[config.mk]
export PLATFORM = sky130hd
export DESIGN_NAME = flash_burst_seq
export DESIGN_NICKNAME = d
export VERILOG_FILES = /design/src/rtl/fbs_pkg.sv /design/src/rtl/fbs_latency_timer.sv /design/src/rtl/fbs_addr_gen.sv /design/src/rtl/flash_burst_seq.sv
export SDC_FILE = /design/constraint.sdc
export NUM_CORES = 1
export LEC_CHECK = 0
export BUFFER_PORTS_ARGS = -buffer_cell sky130_fd_sc_hd__buf_2
export CORE_UTILIZATION = 46
export CTS_CLUSTER_DIAMETER = 40
export DETAILED_ROUTE_END_ITERATION = 6
export GPL_ROUTABILITY_DRIVEN = 0
export GPL_TIMING_DRIVEN = 0
export PLACE_DENSITY = 0.79
export SETUP_SLACK_MARGIN = 0.1
export SYNTH_ARGS = -nofsm -noshare
export SYNTH_HDL_FRONTEND = slang
export SYNTH_SLANG_ARGS = --single-unit
[constraint.sdc]
create_clock -name clk -period 1.9 [get_ports clk]
set_input_delay 0.19 -clock clk [delete_from_list [all_inputs] [get_ports clk]]
set_output_delay 0.19 -clock clk [all_outputs]
set_load 0.1 [all_outputs]
[src/rtl/fbs_pkg.sv]
package fbs_pkg;
  typedef enum logic [1:0] {
    ST_IDLE = 2'd0,
    ST_LAT  = 2'd1,
    ST_DATA = 2'd2
  } fbs_state_e;

  typedef enum logic [1:0] {
    LEN_CONT = 2'd0,
    LEN_8    = 2'd1,
    LEN_16   = 2'd2,
    LEN_32   = 2'd3
  } fbs_len_e;
endpackage

[src/rtl/fbs_latency_timer.sv]
module fbs_latency_timer #(
  parameter int WAIT_W = 4
) (
  input  logic              clk,
  input  logic              rst_n,
  input  logic              load,
  input  logic [WAIT_W-1:0] wait_in,
  input  logic              run,
  output logic              done
);
  logic [WAIT_W-1:0] cnt_q, cnt_d;

  always_comb begin
    cnt_d = cnt_q;
    if (load) cnt_d = wait_in;
    else if (run && (cnt_q != '0)) cnt_d = cnt_q - 1'b1;
  end

  always_ff @(posedge clk or negedge rst_n) begin
    if (!rst_n) cnt_q <= '0;
    else        cnt_q <= cnt_d;
  end

  assign done = (cnt_q == '0);

  // the wait count is taken on load and then steps down by one
  p_load_r3: assert property (@(posedge clk) disable iff (!rst_n)
    load |=> (cnt_q == $past(wait_in)));
  p_count_r3: assert property (@(posedge clk) disable iff (!rst_n)
    (!load && run && !done) |=> (cnt_q == $past(cnt_q) - 1'b1));
endmodule

[src/rtl/fbs_addr_gen.sv]
module fbs_addr_gen
  import fbs_pkg::*;
#(
  parameter int ADDR_W = 22
) (
  input  logic              clk,
  input  logic              rst_n,
  input  logic              load,
  input  logic [ADDR_W-1:0] load_addr,
  input  logic              advance,
  input  fbs_len_e          len,
  output logic [ADDR_W-1:0] ptr
);
  logic [ADDR_W-1:0] ptr_q, ptr_d, inc, step_mask;

  // Bits allowed to change on a step: all of them for a continuous burst,
  // otherwise only those below the wrap block size.
  for (genvar i = 0; i < ADDR_W; i++) begin : g_mask
    if (i < 3) begin : g_lo
      assign step_mask[i] = 1'b1;
    end else if (i == 3) begin : g_b3
      assign step_mask[i] = (len == LEN_CONT) || (len == LEN_16) || (len == LEN_32);
    end else if (i == 4) begin : g_b4
      assign step_mask[i] = (len == LEN_CONT) || (len == LEN_32);
    end else begin : g_hi
      assign step_mask[i] = (len == LEN_CONT);
    end
  end

  assign inc = ptr_q + 1'b1;

  always_comb begin
    ptr_d = ptr_q;
    if (load)         ptr_d = load_addr;
    else if (advance) ptr_d = (ptr_q & ~step_mask) | (inc & step_mask);
  end

  always_ff @(posedge clk or negedge rst_n) begin
    if (!rst_n) ptr_q <= '0;
    else        ptr_q <= ptr_d;
  end

  assign ptr = ptr_q;

  // continuous bursts carry into every bit
  p_cont_step_r5: assert property (@(posedge clk) disable iff (!rst_n)
    (advance && !load && len == LEN_CONT) |=> (ptr_q == $past(ptr_q) + 1'b1));
  // an 8-word burst never leaves its aligned block
  p_wrap8_r6: assert property (@(posedge clk) disable iff (!rst_n)
    (advance && !load && len == LEN_8) |=>
      (ptr_q[ADDR_W-1:3] == $past(ptr_q[ADDR_W-1:3])) &&
      (ptr_q[2:0] == $past(ptr_q[2:0]) + 3'd1));
  // a 32-word burst keeps the bits above bit 4
  p_wrap32_r6: assert property (@(posedge clk) disable iff (!rst_n)
    (advance && !load && len == LEN_32) |=>
      (ptr_q[ADDR_W-1:5] == $past(ptr_q[ADDR_W-1:5])));
endmodule

[src/rtl/flash_burst_seq.sv]
module flash_burst_seq
  import fbs_pkg::*;
#(
  parameter int ADDR_W = 22,
  parameter int DATA_W = 16,
  parameter int WAIT_W = 4
) (
  input  logic              clk,
  input  logic              rst_n,
  input  logic              ce_n,
  input  logic              avd_n,
  input  logic              oe_n,
  input  logic [ADDR_W-1:0] addr_in,
  input  logic              cfg_async,
  input  logic [WAIT_W-1:0] cfg_wait,
  input  logic [1:0]        cfg_len,
  output logic [ADDR_W-1:0] arr_addr,
  input  logic [DATA_W-1:0] arr_data,
  output logic [DATA_W-1:0] dq_out,
  output logic              dq_oe,
  output logic              rdy
);
  localparam int SYNC_STAGES = 2;

  // Reset asserts at once and releases on a clock edge
  logic [SYNC_STAGES-1:0] rst_sync_q;
  logic                   rst_n_s;

  always_ff @(posedge clk or negedge rst_n) begin
    if (!rst_n) rst_sync_q <= '0;
    else        rst_sync_q <= {rst_sync_q[SYNC_STAGES-2:0], 1'b1};
  end
  assign rst_n_s = rst_sync_q[SYNC_STAGES-1];

  fbs_state_e        state_q, state_d;
  fbs_len_e          len_q, len_d;
  logic [DATA_W-1:0] dq_q;
  logic              start, lat_done, advance;

  assign start = !ce_n && !avd_n && oe_n && !cfg_async;

  always_comb begin
    state_d = state_q;
    if (ce_n)       state_d = ST_IDLE;
    else if (start) state_d = ST_LAT;
    else if (state_q == ST_LAT && lat_done) state_d = ST_DATA;
  end

  assign len_d   = start ? fbs_len_e'(cfg_len) : len_q;
  assign advance = !ce_n && !start &&
                   ((state_q == ST_LAT && lat_done) || state_q == ST_DATA);

  always_ff @(posedge clk or negedge rst_n_s) begin
    if (!rst_n_s) begin
      state_q <= ST_IDLE;
      len_q   <= LEN_CONT;
    end else begin
      state_q <= state_d;
      len_q   <= len_d;
    end
  end

  always_ff @(posedge clk or negedge rst_n_s) begin
    if (!rst_n_s)     dq_q <= '0;
    else if (advance) dq_q <= arr_data;
  end

  fbs_latency_timer #(.WAIT_W(WAIT_W)) u_timer (
    .clk     (clk),
    .rst_n   (rst_n_s),
    .load    (start),
    .wait_in (cfg_wait),
    .run     (state_q == ST_LAT),
    .done    (lat_done)
  );

  fbs_addr_gen #(.ADDR_W(ADDR_W)) u_addr (
    .clk       (clk),
    .rst_n     (rst_n_s),
    .load      (start),
    .load_addr (addr_in),
    .advance   (advance),
    .len       (len_q),
    .ptr       (arr_addr)
  );

  assign dq_out = dq_q;
  assign dq_oe  = (state_q == ST_DATA) && !ce_n && !oe_n;
  assign rdy    = (state_q != ST_LAT);

  // the edge that captures an address opens the latency window
  p_start_rdy_low_r3: assert property (@(posedge clk) disable iff (!rst_n_s)
    start |=> !rdy);
  // deselection returns the engine to idle
  p_ce_ends_r9: assert property (@(posedge clk) disable iff (!rst_n_s)
    ce_n |=> (rdy && !dq_oe && state_q == ST_IDLE));
  // the data phase persists whatever oe_n does
  p_oe_no_stop_r8: assert property (@(posedge clk) disable iff (!rst_n_s)
    (state_q == ST_DATA && !ce_n && avd_n) |=> (state_q == ST_DATA));
  // every data-phase clock fetches a new word from a new address
  p_step_r4: assert property (@(posedge clk) disable iff (!rst_n_s)
    (state_q == ST_DATA && !ce_n && avd_n) |=> (arr_addr != $past(arr_addr)));
endmodule

==> results of run 1 <==
-- worst reg2reg max path, cell delays in order, from the launching register on --
cell     delay (ns)
dfrtp_1        0.42
inv_2          0.07
ha_1           0.13
or3b_4         0.39
o21ai_4        0.21
buf_6          0.15
buf_4          0.13
nand2_8        0.07
buf_6          0.16
nand2_2        0.06
nand2_1        0.05
-- power by group through the flow --
stage | sequential, mW | clock (mW) | combinational (mW)
2_1_floorplan | 3.18 | 0 | 0.417
3_3_place_gp | 1.59 | 0 | 2.40
3_5_place_dp | 1.59 | 0 | 2.44
4_1_cts | 1.58 | 0.741 | 2.52
5_1_grt | 1.63 | 0.777 | 2.67
6_report | 1.59 | 0.730 | 2.55
-- per-layer routing --
| metal | wire length, um | global-route usage | vias up | share of wire |
|---|---|---|---|---|
| li1 | - | - | 1104 | - |
| met1 | 2710 | 0.322 | 1090 | 0.44 |
| met2 | 3110 | 0.384 | 76 | 0.50 |
| met3 | 315 | 0.0469 | 6 | 0.051 |
| met4 | 74 | 0.0671 | 0 | 0.012 |
| met5 | 0 | 0 | - | 0 |
-- area by class of cell --
cell class	instances	area, um2	area share
multi-input cells	201	1240	0.369
flip-flops and latches	48	1240	0.368
repair buffers	102	594	0.176
well taps	70	87.6	0.0259
plain buffers	11	81.3	0.0241
clock buffers	6	72.6	0.0215
clock inverters	2	35.0	0.0104
inverters	5	18.8	0.00556
-- path summary, 6_finish.rpt --
check                                end  slack, ns  cells past startpoint
max                           dq_out[12]      -0.04                     10
min                            dq_out[9]       0.08                      3
max reg2reg                   dq_out[12]      -0.04                     10
min reg2reg                    async pin       0.20                      0
max in group asynchronous  u_addr.ptr[0]       1.18                      1
min in group asynchronous      async pin       0.20                      0
-- metrics by stage --
stage          utilization  instance area, um2  setup WS (ns)  cells
2_1_floorplan            -                2500          0.124    265
3_3_place_gp         0.594                3030         -0.324    424
3_5_place_dp         0.598                3060        -0.0678    425
4_1_cts              0.653                3340       -0.00397    443
5_1_grt              0.661                3380         -0.148    445
6_report             0.661                3380        -0.0402    445
-- Yosys cell counts --
cell type	n	area share
and2_1	1	0.0026
o21ai_2	2	0.0072
a211oi_1	1	0.0031
nor4_4	1	0.0087
o21ai_4	1	0.0067
dfrtp_1	48	0.49
nand2_2	1	0.0026
a311oi_2	1	0.0061
nor2_1	14	0.022
and4_1	1	0.0036
a21boi_0	1	0.0031
nand4_1	13	0.033
nor2b_1	1	0.0026
clkbuf_1	4	0.0061
conb_1	1	0.0015
o311ai_1	1	0.0036
nor3_1	4	0.0082
inv_1	5	0.0077
or3b_4	1	0.0046
ha_1	5	0.026
or4b_1	1	0.0041
and4b_1	1	0.0041
nand3_1	10	0.020
a31oi_1	1	0.0026
a22oi_1	1	0.0031
nand2b_1	4	0.010
xnor2_1	3	0.011
buf_2	4	0.0082
buf_6	2	0.0092
nand4b_4	1	0.0097
and3_1	3	0.0077
and2_4	1	0.0036
nand2_1	80	0.12
xor2_1	18	0.065
o21ai_1	12	0.025
o21ai_0	11	0.023
nor4b_4	1	0.0097
a21oi_1	3	0.0061
buf_8	1	0.0061
-- cell families after synthesis --
family	after synthesis
other cells	1
simple gates	139
fa+ha+maj	5
buf+inv	16
compound gates	35
flops	48
xor+xnor	21
-- what timing repair did --
item,4_1_cts,5_1_grt
setup buffers,7,2
hold endpoints to repair,2,0
gates resized for setup,26,9
pin swaps,5,7
gates cloned,2,0
endpoints found under the setup margin,30,41
hold buffers,1,0
==> results.json, run 1 <==
{
  "dp_hpwl_mm": 4.33,
  "final_cell_mix": "91 x buf_2, 68 x nand2_1, 28 x dfrtp_1, 18 x xor2_1, 16 x o21ai_1",
  "grt_overflow": 0,
  "cp.arrival_ns": 2.13,
  "cts_made_buffers": 5,
  "p_int_mw": 2.21,
  "start_util": 0.478,
  "whs_ns": 0.0780,
  "final_common_cell": "buf_2",
  "die_h_um": 74.9,
  "routedWlPerCell_um": 14.0,
  "clk_path_buf_depth": 2,
  "layout_min_cycle_time_ns": 1.94,
  "drive_gt1_frac": 0.443,
  "slew_headroom": 0.645,
  "drt_first_pass_iters": 4,
  "critPathMaxStageDelay_ns": 0.42,
  "hold_class": "in2reg",
  "viasPerCell": 5.11,
  "total_power_mw": 4.87,
  "p_switching_mw": 2.66,
  "finalHoldViolCount": 0,
  "cap_violations": 0,
  "grt_pass1_vias": 2171,
  "core.rowCount": 26,
  "critPathBufInv": 4,
  "synth_compound_area_frac": 0.0886,
  "end_kind": "flip-flop",
  "crit_type": "reg2reg",
  "power_frac_comb": 0.523,
  "cts_sinks": 48,
  "cts_tree": "built",
  "io_buffers": 89,
  "drt_iter0_markers": 161,
  "dr_total_vias": 2276,
  "syn_inst": 265,
  "core_region_area_um2": 5110,
  "clk_latency_ns": 0.30,
  "synth_seq_cells": 48,
  "path_delay_family": "simple AND/OR/NAND/NOR gates",
  "p_per_area_nw_per_um2": 1440,
  "irDropWorstVdd_mv": 1.29,
  "yosys.area_share.simple": 0.280,
  "n_antenna_cell": 0,
  "worst_clock_skew_ns": 0.0132,
  "pwr-share-seq": 0.327,
  "yosys.cell_types.count": 39,
  "setup_viol": 18,
  "num_io_pins": 90,
  "grt_max_degree": 31,
  "leakage_nw": 1.62,
  "slew_violations": 0,
  "critPathMostFrequentCell": "buf_6",
  "synth_top_family_by_area": "simple AND/OR/NAND/NOR gates",
  "crit_chain": "inv_2, ha_1, or3b_4, o21ai_4, buf_6, buf_4, nand2_8, buf_6, nand2_2, nand2_1",
  "failed_checks": "setup timing",
  "synthMuxAreaShare": 0,
  "grt_pass1_wl_mm": 9.98,
  "p_sw_frac": 0.546,
  "worst-path-max-fanout": 6,
  "reg2reg_from": "u_timer.cnt_q[0]",
  "nets": 429,
  "clk_pin_slew_ns": 0.09,
  "mappedNetlistArea_um2": 2440,
  "yosys_warnings": 0,
  "syn_to_final_growth_pct": 38.1,
  "status": "finished with violations",
  "remaining_drc_errors": 0,
  "worst_slack_ns": -0.0402,
  "max_freq_ghz": 0.515,
  "cts_root_buffer": "clkbuf_8",
  "pwr-share-clk": 0.150,
  "critPathLaunch": "u_timer.cnt_q[0]",
  "drt_wl_total_mm": 6.21,
  "grtUsageTotal": 0.236,
  "cts_max_level": 2,
  "rsz0062_at_grt": "true",
  "dieWidth_um": 74.9,
  "fill_cells": 435,
  "synth_adder_area_share": 0.0256,
  "drtAntennaViolNets": 0,
  "worst_path_max_delay_cell": "dfrtp_1",
  "synth_xor_area_frac": 0.0753,
  "yosysSeqAreaShare": 0.492,
  "synth.avg_cell_area_um2": 9.22,
  "antenna_found_initial": 0,
  "syn_nets": 320,
  "hp-start": "arr_data[9]",
  "setup_tns_ns": -0.558,
  "cp.required_ns": 2.09,
  "fin_crit_sh": 1.02,
  "worst_slew_pin_slew_ns": 0.532,
  "worstSetupStartpointType": "flip-flop",
  "dieArea_um2": 5610
}
No activity file was read; power rests on OpenSTA's default activity.
==> run 2: changes to the inputs <==
--- a/config.mk
+++ b/config.mk
@@ -6,6 +6,7 @@
 export NUM_CORES = 1
 export LEC_CHECK = 0
 export BUFFER_PORTS_ARGS = -buffer_cell sky130_fd_sc_hd__buf_2
+export CAP_MARGIN = 5
 export CORE_UTILIZATION = 46
 export CTS_CLUSTER_DIAMETER = 40
 export DETAILED_ROUTE_END_ITERATION = 6
==> constraint.sdc (replaced) <==
create_clock -name clk -period 2.4 [get_ports clk]
set_input_delay 0.24 -clock clk [delete_from_list [all_inputs] [get_ports clk]]
set_output_delay 0.24 -clock clk [all_outputs]
set_load 0.1 [all_outputs]
==> run 2 against run 1 <==
  * The flow now finishes without violations
  * Design area shrank 8.3%
  * Clock power is 36% lower
  * Wire length decreased by 7.2%
  * Register-to-register slack gained 0.43 ns
  * Clock skew shrank 0.0040 ns
  * Total power decreased by 26%
  * Clock-buffer cell count rose by 1
  * Maximum frequency decreased by 3.5%
  * Flip-flop and latch count stayed put
  * Critical path depth is 1 lower
  * First-iteration DRC count fell by 31%
  * Die area is the same
==> results.json, run 2 (synthesis results as in run 1) <==
{
  "place_ws_ns": 0.404,
  "status": "complete, no violations",
  "cts_resized": 0,
  "worst_clock_skew_ns": 0.00919,
  "setup_tns_ns": 0,
  "die_h_um": 74.9,
  "dpl.cell_count": 425,
  "worstSetupStartpointType": "flip-flop",
  "grt_pass1_vias": 1940,
  "rr_worst_depth": 9,
  "grt_max_degree": 35,
  "critPathMaxStageDelay_ns": 0.42,
  "irDropWorstVdd_mv": 0.800,
  "end_kind": "flip-flop",
  "n_antenna_cell": 0,
  "dr_total_vias": 2200,
  "critPathLaunch": "u_timer.cnt_q[0]",
  "critPathBufInv": 3,
  "worst_path_max_delay_cell": "dfrtp_1",
  "hold_depth": 3,
  "syn_to_final_growth_pct": 26.6,
  "p_per_area_nw_per_um2": 1170,
  "slew_headroom": 0.633,
  "drt_wl_total_mm": 5.76,
  "antenna_found_initial": 0,
  "setup_viol": 0,
  "crit_chain": "inv_1, ha_1, or3b_4, o21ai_4, buf_6, nand2_2, buf_2, nand2_1, nand2_1",
  "fin_cells": 434,
  "leakage_nw": 1.54,
  "clk_latency_ns": 0.30,
  "dieArea_um2": 5610,
  "crit_type": "reg2reg",
  "path_delay_family": "simple AND/OR/NAND/NOR gates",
  "max_freq_ghz": 0.497,
  "total_power_mw": 3.61,
  "nets": 418,
  "grt_overflow": 0,
  "cts_max_level": 2,
  "critPathMostFrequentCell": "nand2_1",
  "core_region_area_um2": 5110,
  "viasPerCell": 5.07,
  "hold_class": "in2reg",
  "final_cell_mix": "93 x buf_2, 80 x nand2_1, 47 x dfrtp_1, 18 x xor2_1, 14 x nor2_1",
  "worst-path-max-fanout": 10,
  "cap_violations": 0,
  "final_util": 0.606,
  "slew_violations": 0,
  "io_buffers": 89,
  "finalHoldViolCount": 0,
  "grtUsageTotal": 0.213,
  "worst_slack_ns": 0.389,
  "rsz0062_at_grt": "false",
  "final_common_cell": "buf_2",
  "whs_ns": 0.118,
  "cp.required_ns": 2.59,
  "grt_pass1_wl_mm": 8.93,
  "cts_sinks": 48,
  "num_io_pins": 90,
  "clk_path_buf_depth": 2,
  "cp.depth": 9,
  "dp_hpwl_mm": 4.25,
  "worst_slew_pin_slew_ns": 0.548,
  "start_util": 0.478,
  "fin_crit_sh": 0.838,
  "drtAntennaViolNets": 0,
  "remaining_drc_errors": 0,
  "dieWidth_um": 74.9,
  "cts_tree": "built",
  "reg2reg_from": "u_timer.cnt_q[0]",
  "placed_area_um2": 3000,
  "drt_iter0_markers": 111,
  "fill_cells": 468,
  "clk_pin_slew_ns": 0.09,
  "drt_first_pass_iters": 4,
  "layout_min_cycle_time_ns": 2.01,
  "drive_gt1_frac": 0.316,
  "core.rowCount": 26,
  "cts_root_buffer": "clkbuf_8",
  "cp.arrival_ns": 2.20,
  "routedWlPerCell_um": 13.3,
  "design_area_um2": 3090,
  "hp-start": "arr_data[3]",
  "cts_made_buffers": 5
}
[run 2: worst reg2reg max path, delay by kind of cell, from the launching register on]
family / cells / cell delay (ns)
flip-flops: 1 / 0.42
AO/OA/AOI/OAI: 1 / 0.19
AND/OR/NAND/NOR: 4 / 0.67
buffers and inverters: 3 / 0.48
adder cells (fa/ha/maj): 1 / 0.15
[run 2: worst paths after layout]
path / endpoint / slack (ns)
max: dq_out[9] / 0.39
min: dq_out[3] / 0.12
max reg2reg: dq_out[9] / 0.39
min reg2reg: u_addr.ptr[1] / 0.16
max in group asynchronous: dq_out[13] / 1.76
min in group asynchronous: u_addr.ptr[1] / 0.16
[run 2: routing by layer]
| layer | vias up | part of all wire | track usage |
|---|---|---|---|
| met5 | - | 0 | 0 |
| met4 | 0 | 0.016 | 0.0755 |
| met3 | 8 | 0.036 | 0.0335 |
| met2 | 54 | 0.48 | 0.346 |
| met1 | 1057 | 0.46 | 0.289 |
| li1 | 1081 | - | - |
[run 2: cell type report]
cell class	instances	area (um2)	area share
sequential	48	1200	0.389
buffer	11	72.6	0.0235
clock buffer	7	76.3	0.0247
tap	70	87.6	0.0283
timing repair buffer	91	475	0.154
multi-input combinational	201	1160	0.374
inverter	5	18.8	0.00607
clock inverter	1	5.00	0.00162
[run 2: repair_timing]
item / CTS / global route
endpoints found under the hold margin: 2 / 0
hold buffers: 1 / 0
setup buffers: 0 / 0
[run 2: where the power goes]
group,switching (mW),leakage (nW),internal (mW),total [mW]
sequential,0.195,0.601,1.02,1.22
combinational,1.60,0.892,0.327,1.92
clock,0.263,0.0422,0.205,0.468
==> run 3: changes to the inputs <==
==> constraint.sdc (replaced) <==
create_clock -name clk -period 1.95 [get_ports clk]
set_input_delay 0.195 -clock clk [delete_from_list [all_inputs] [get_ports clk]]
set_output_delay 0.195 -clock clk [all_outputs]
set_load 0.1 [all_outputs]
==> run 3 against run 2 <==
  * Flip-flop and latch count stayed put
  * Critical path depth is 1 lower
  * Worst setup slack got worse by 0.31 ns
  * Largest cell class is now multi-input gates
==> results.json, run 3 (synthesis results as in run 1) <==
{
  "status": "complete, no violations",
  "n_antenna_cell": 0,
  "crit_chain": "inv_2, ha_4, or3b_4, o21ai_4, buf_6, nand4_1, xor2_1, o21ai_2",
  "placed_area_um2": 3040,
  "routedWlPerCell_um": 13.6,
  "dieArea_um2": 5610,
  "clk_latency_ns": 0.31,
  "setup_tns_ns": 0,
  "cts_sinks": 48,
  "viasPerCell": 5.06,
  "total_power_mw": 4.67,
  "slew_headroom": 0.644,
  "multiInputGateArea_um2": 1230,
  "syn_to_final_growth_pct": 35.4,
  "leakage_nw": 1.60,
  "io_buffers": 89,
  "dpl.cell_count": 425,
  "crit_type": "reg2reg",
  "cp.required_ns": 2.14,
  "dr_total_vias": 2247,
  "nets": 428,
  "grt_max_degree": 33,
  "grt_pass1_wl_mm": 9.47,
  "cts_max_level": 2,
  "fin_crit_sh": 0.962,
  "cts_root_buffer": "clkbuf_8",
  "fin_cells": 444,
  "drt_first_pass_iters": 6,
  "drt_wl_total_mm": 6.02,
  "irDropWorstVdd_mv": 0.914,
  "worst_path_max_delay_cell": "dfrtp_1",
  "grtUsageTotal": 0.226,
  "critPathBufInv": 2,
  "clk_pin_slew_ns": 0.09,
  "place_ws_ns": -0.0531,
  "worst-path-max-fanout": 5,
  "clk_path_buf_depth": 2,
  "regArea_um2": 1230,
  "antenna_found_initial": 0,
  "final_cell_mix": "91 x buf_2, 72 x nand2_1, 29 x dfrtp_1, 18 x xor2_1, 16 x dfrtp_2",
  "remaining_drc_errors": 0,
  "dp_hpwl_mm": 4.28,
  "finalHoldViolCount": 0,
  "p_per_area_nw_per_um2": 1410,
  "slew_violations": 0,
  "max_freq_ghz": 0.533,
  "dieWidth_um": 74.9,
  "final_util": 0.648,
  "cap_violations": 0,
  "drtAntennaViolNets": 0,
  "core_region_area_um2": 5110,
  "critPathMaxStageDelay_ns": 0.41,
  "drt_iter0_markers": 124,
  "fill_cells": 445,
  "cp.arrival_ns": 2.06,
  "start_util": 0.478,
  "cts_tree": "built",
  "setup_viol": 0,
  "rsz0062_at_grt": "true",
  "layout_min_cycle_time_ns": 1.88,
  "worstSetupStartpointType": "flip-flop",
  "final_common_cell": "buf_2",
  "hold_class": "in2reg",
  "cts_made_buffers": 5,
  "worst_clock_skew_ns": 0.0115,
  "worst_slew_pin_slew_ns": 0.534,
  "num_io_pins": 90,
  "core.rowCount": 26,
  "worst_slack_ns": 0.0750,
  "die_h_um": 74.9,
  "design_area_um2": 3310,
  "grt_pass1_vias": 2073,
  "drive_gt1_frac": 0.433,
  "path_delay_family": "simple AND/OR/NAND/NOR gates",
  "grt_overflow": 0,
  "whs_ns": 0.0661,
  "end_kind": "flip-flop"
}
-- run 3: final timing paths --
check	from	to	slack, ns	cells past startpoint
max	u_timer.cnt_q[0]	flip-flop	0.07	8
min in group asynchronous	rst_sync_q[1]	len_q[0]	0.17	0
min reg2reg	rst_sync_q[1]	len_q[0]	0.17	0
max in group asynchronous	rst_sync_q[1]	async pin	1.27	1
max reg2reg	u_timer.cnt_q[0]	flip-flop	0.07	8
min	arr_data[6]	dq_out[6]	0.07	3
-- run 3: per-layer routing --
metal	GRT usage	part of all wire	vias to the layer above
li1	-	-	1099
met1	0.303	0.45	1073
met2	0.363	0.50	66
met3	0.0482	0.043	9
met4	0.0818	0.015	0
met5	0	0	-
-- run 3: timing repair --
item,4_1_cts,5_1_grt
setup buffers,7,1
pin swaps,7,11
cloned,2,0
hold buffers,1,0
endpoints found under the hold margin,2,0
setup endpoints to repair,30,39
resized for setup,13,16
-- run 3: cell type report --
type | instances | area share
Multi-Input combinational cell | 201 | 0.373
Sequential cell | 48 | 0.372
Timing Repair Buffer | 101 | 0.170
Tap cell | 70 | 0.0265
Clock buffer | 6 | 0.0250
Buffer | 11 | 0.0246
Inverter | 5 | 0.00567
Clock inverter | 2 | 0.00302
-- run 3: worst reg2reg max path, delay by kind of cell (launching register included) --
kind	cells	cell delay (ns)
AO/OA/AOI/OAI	2	0.27
XOR/XNOR	1	0.22
adder cells (fa/ha/maj)	1	0.11
buffers and inverters	2	0.24
flip-flops	1	0.41
AND/OR/NAND/NOR	2	0.49
-- run 3: power by group --
group	leakage [nW]	switching, mW	internal, mW
Sequential	0.580	0.245	1.29
Clock	0.0510	0.340	0.284
Combinational	0.972	2.02	0.496
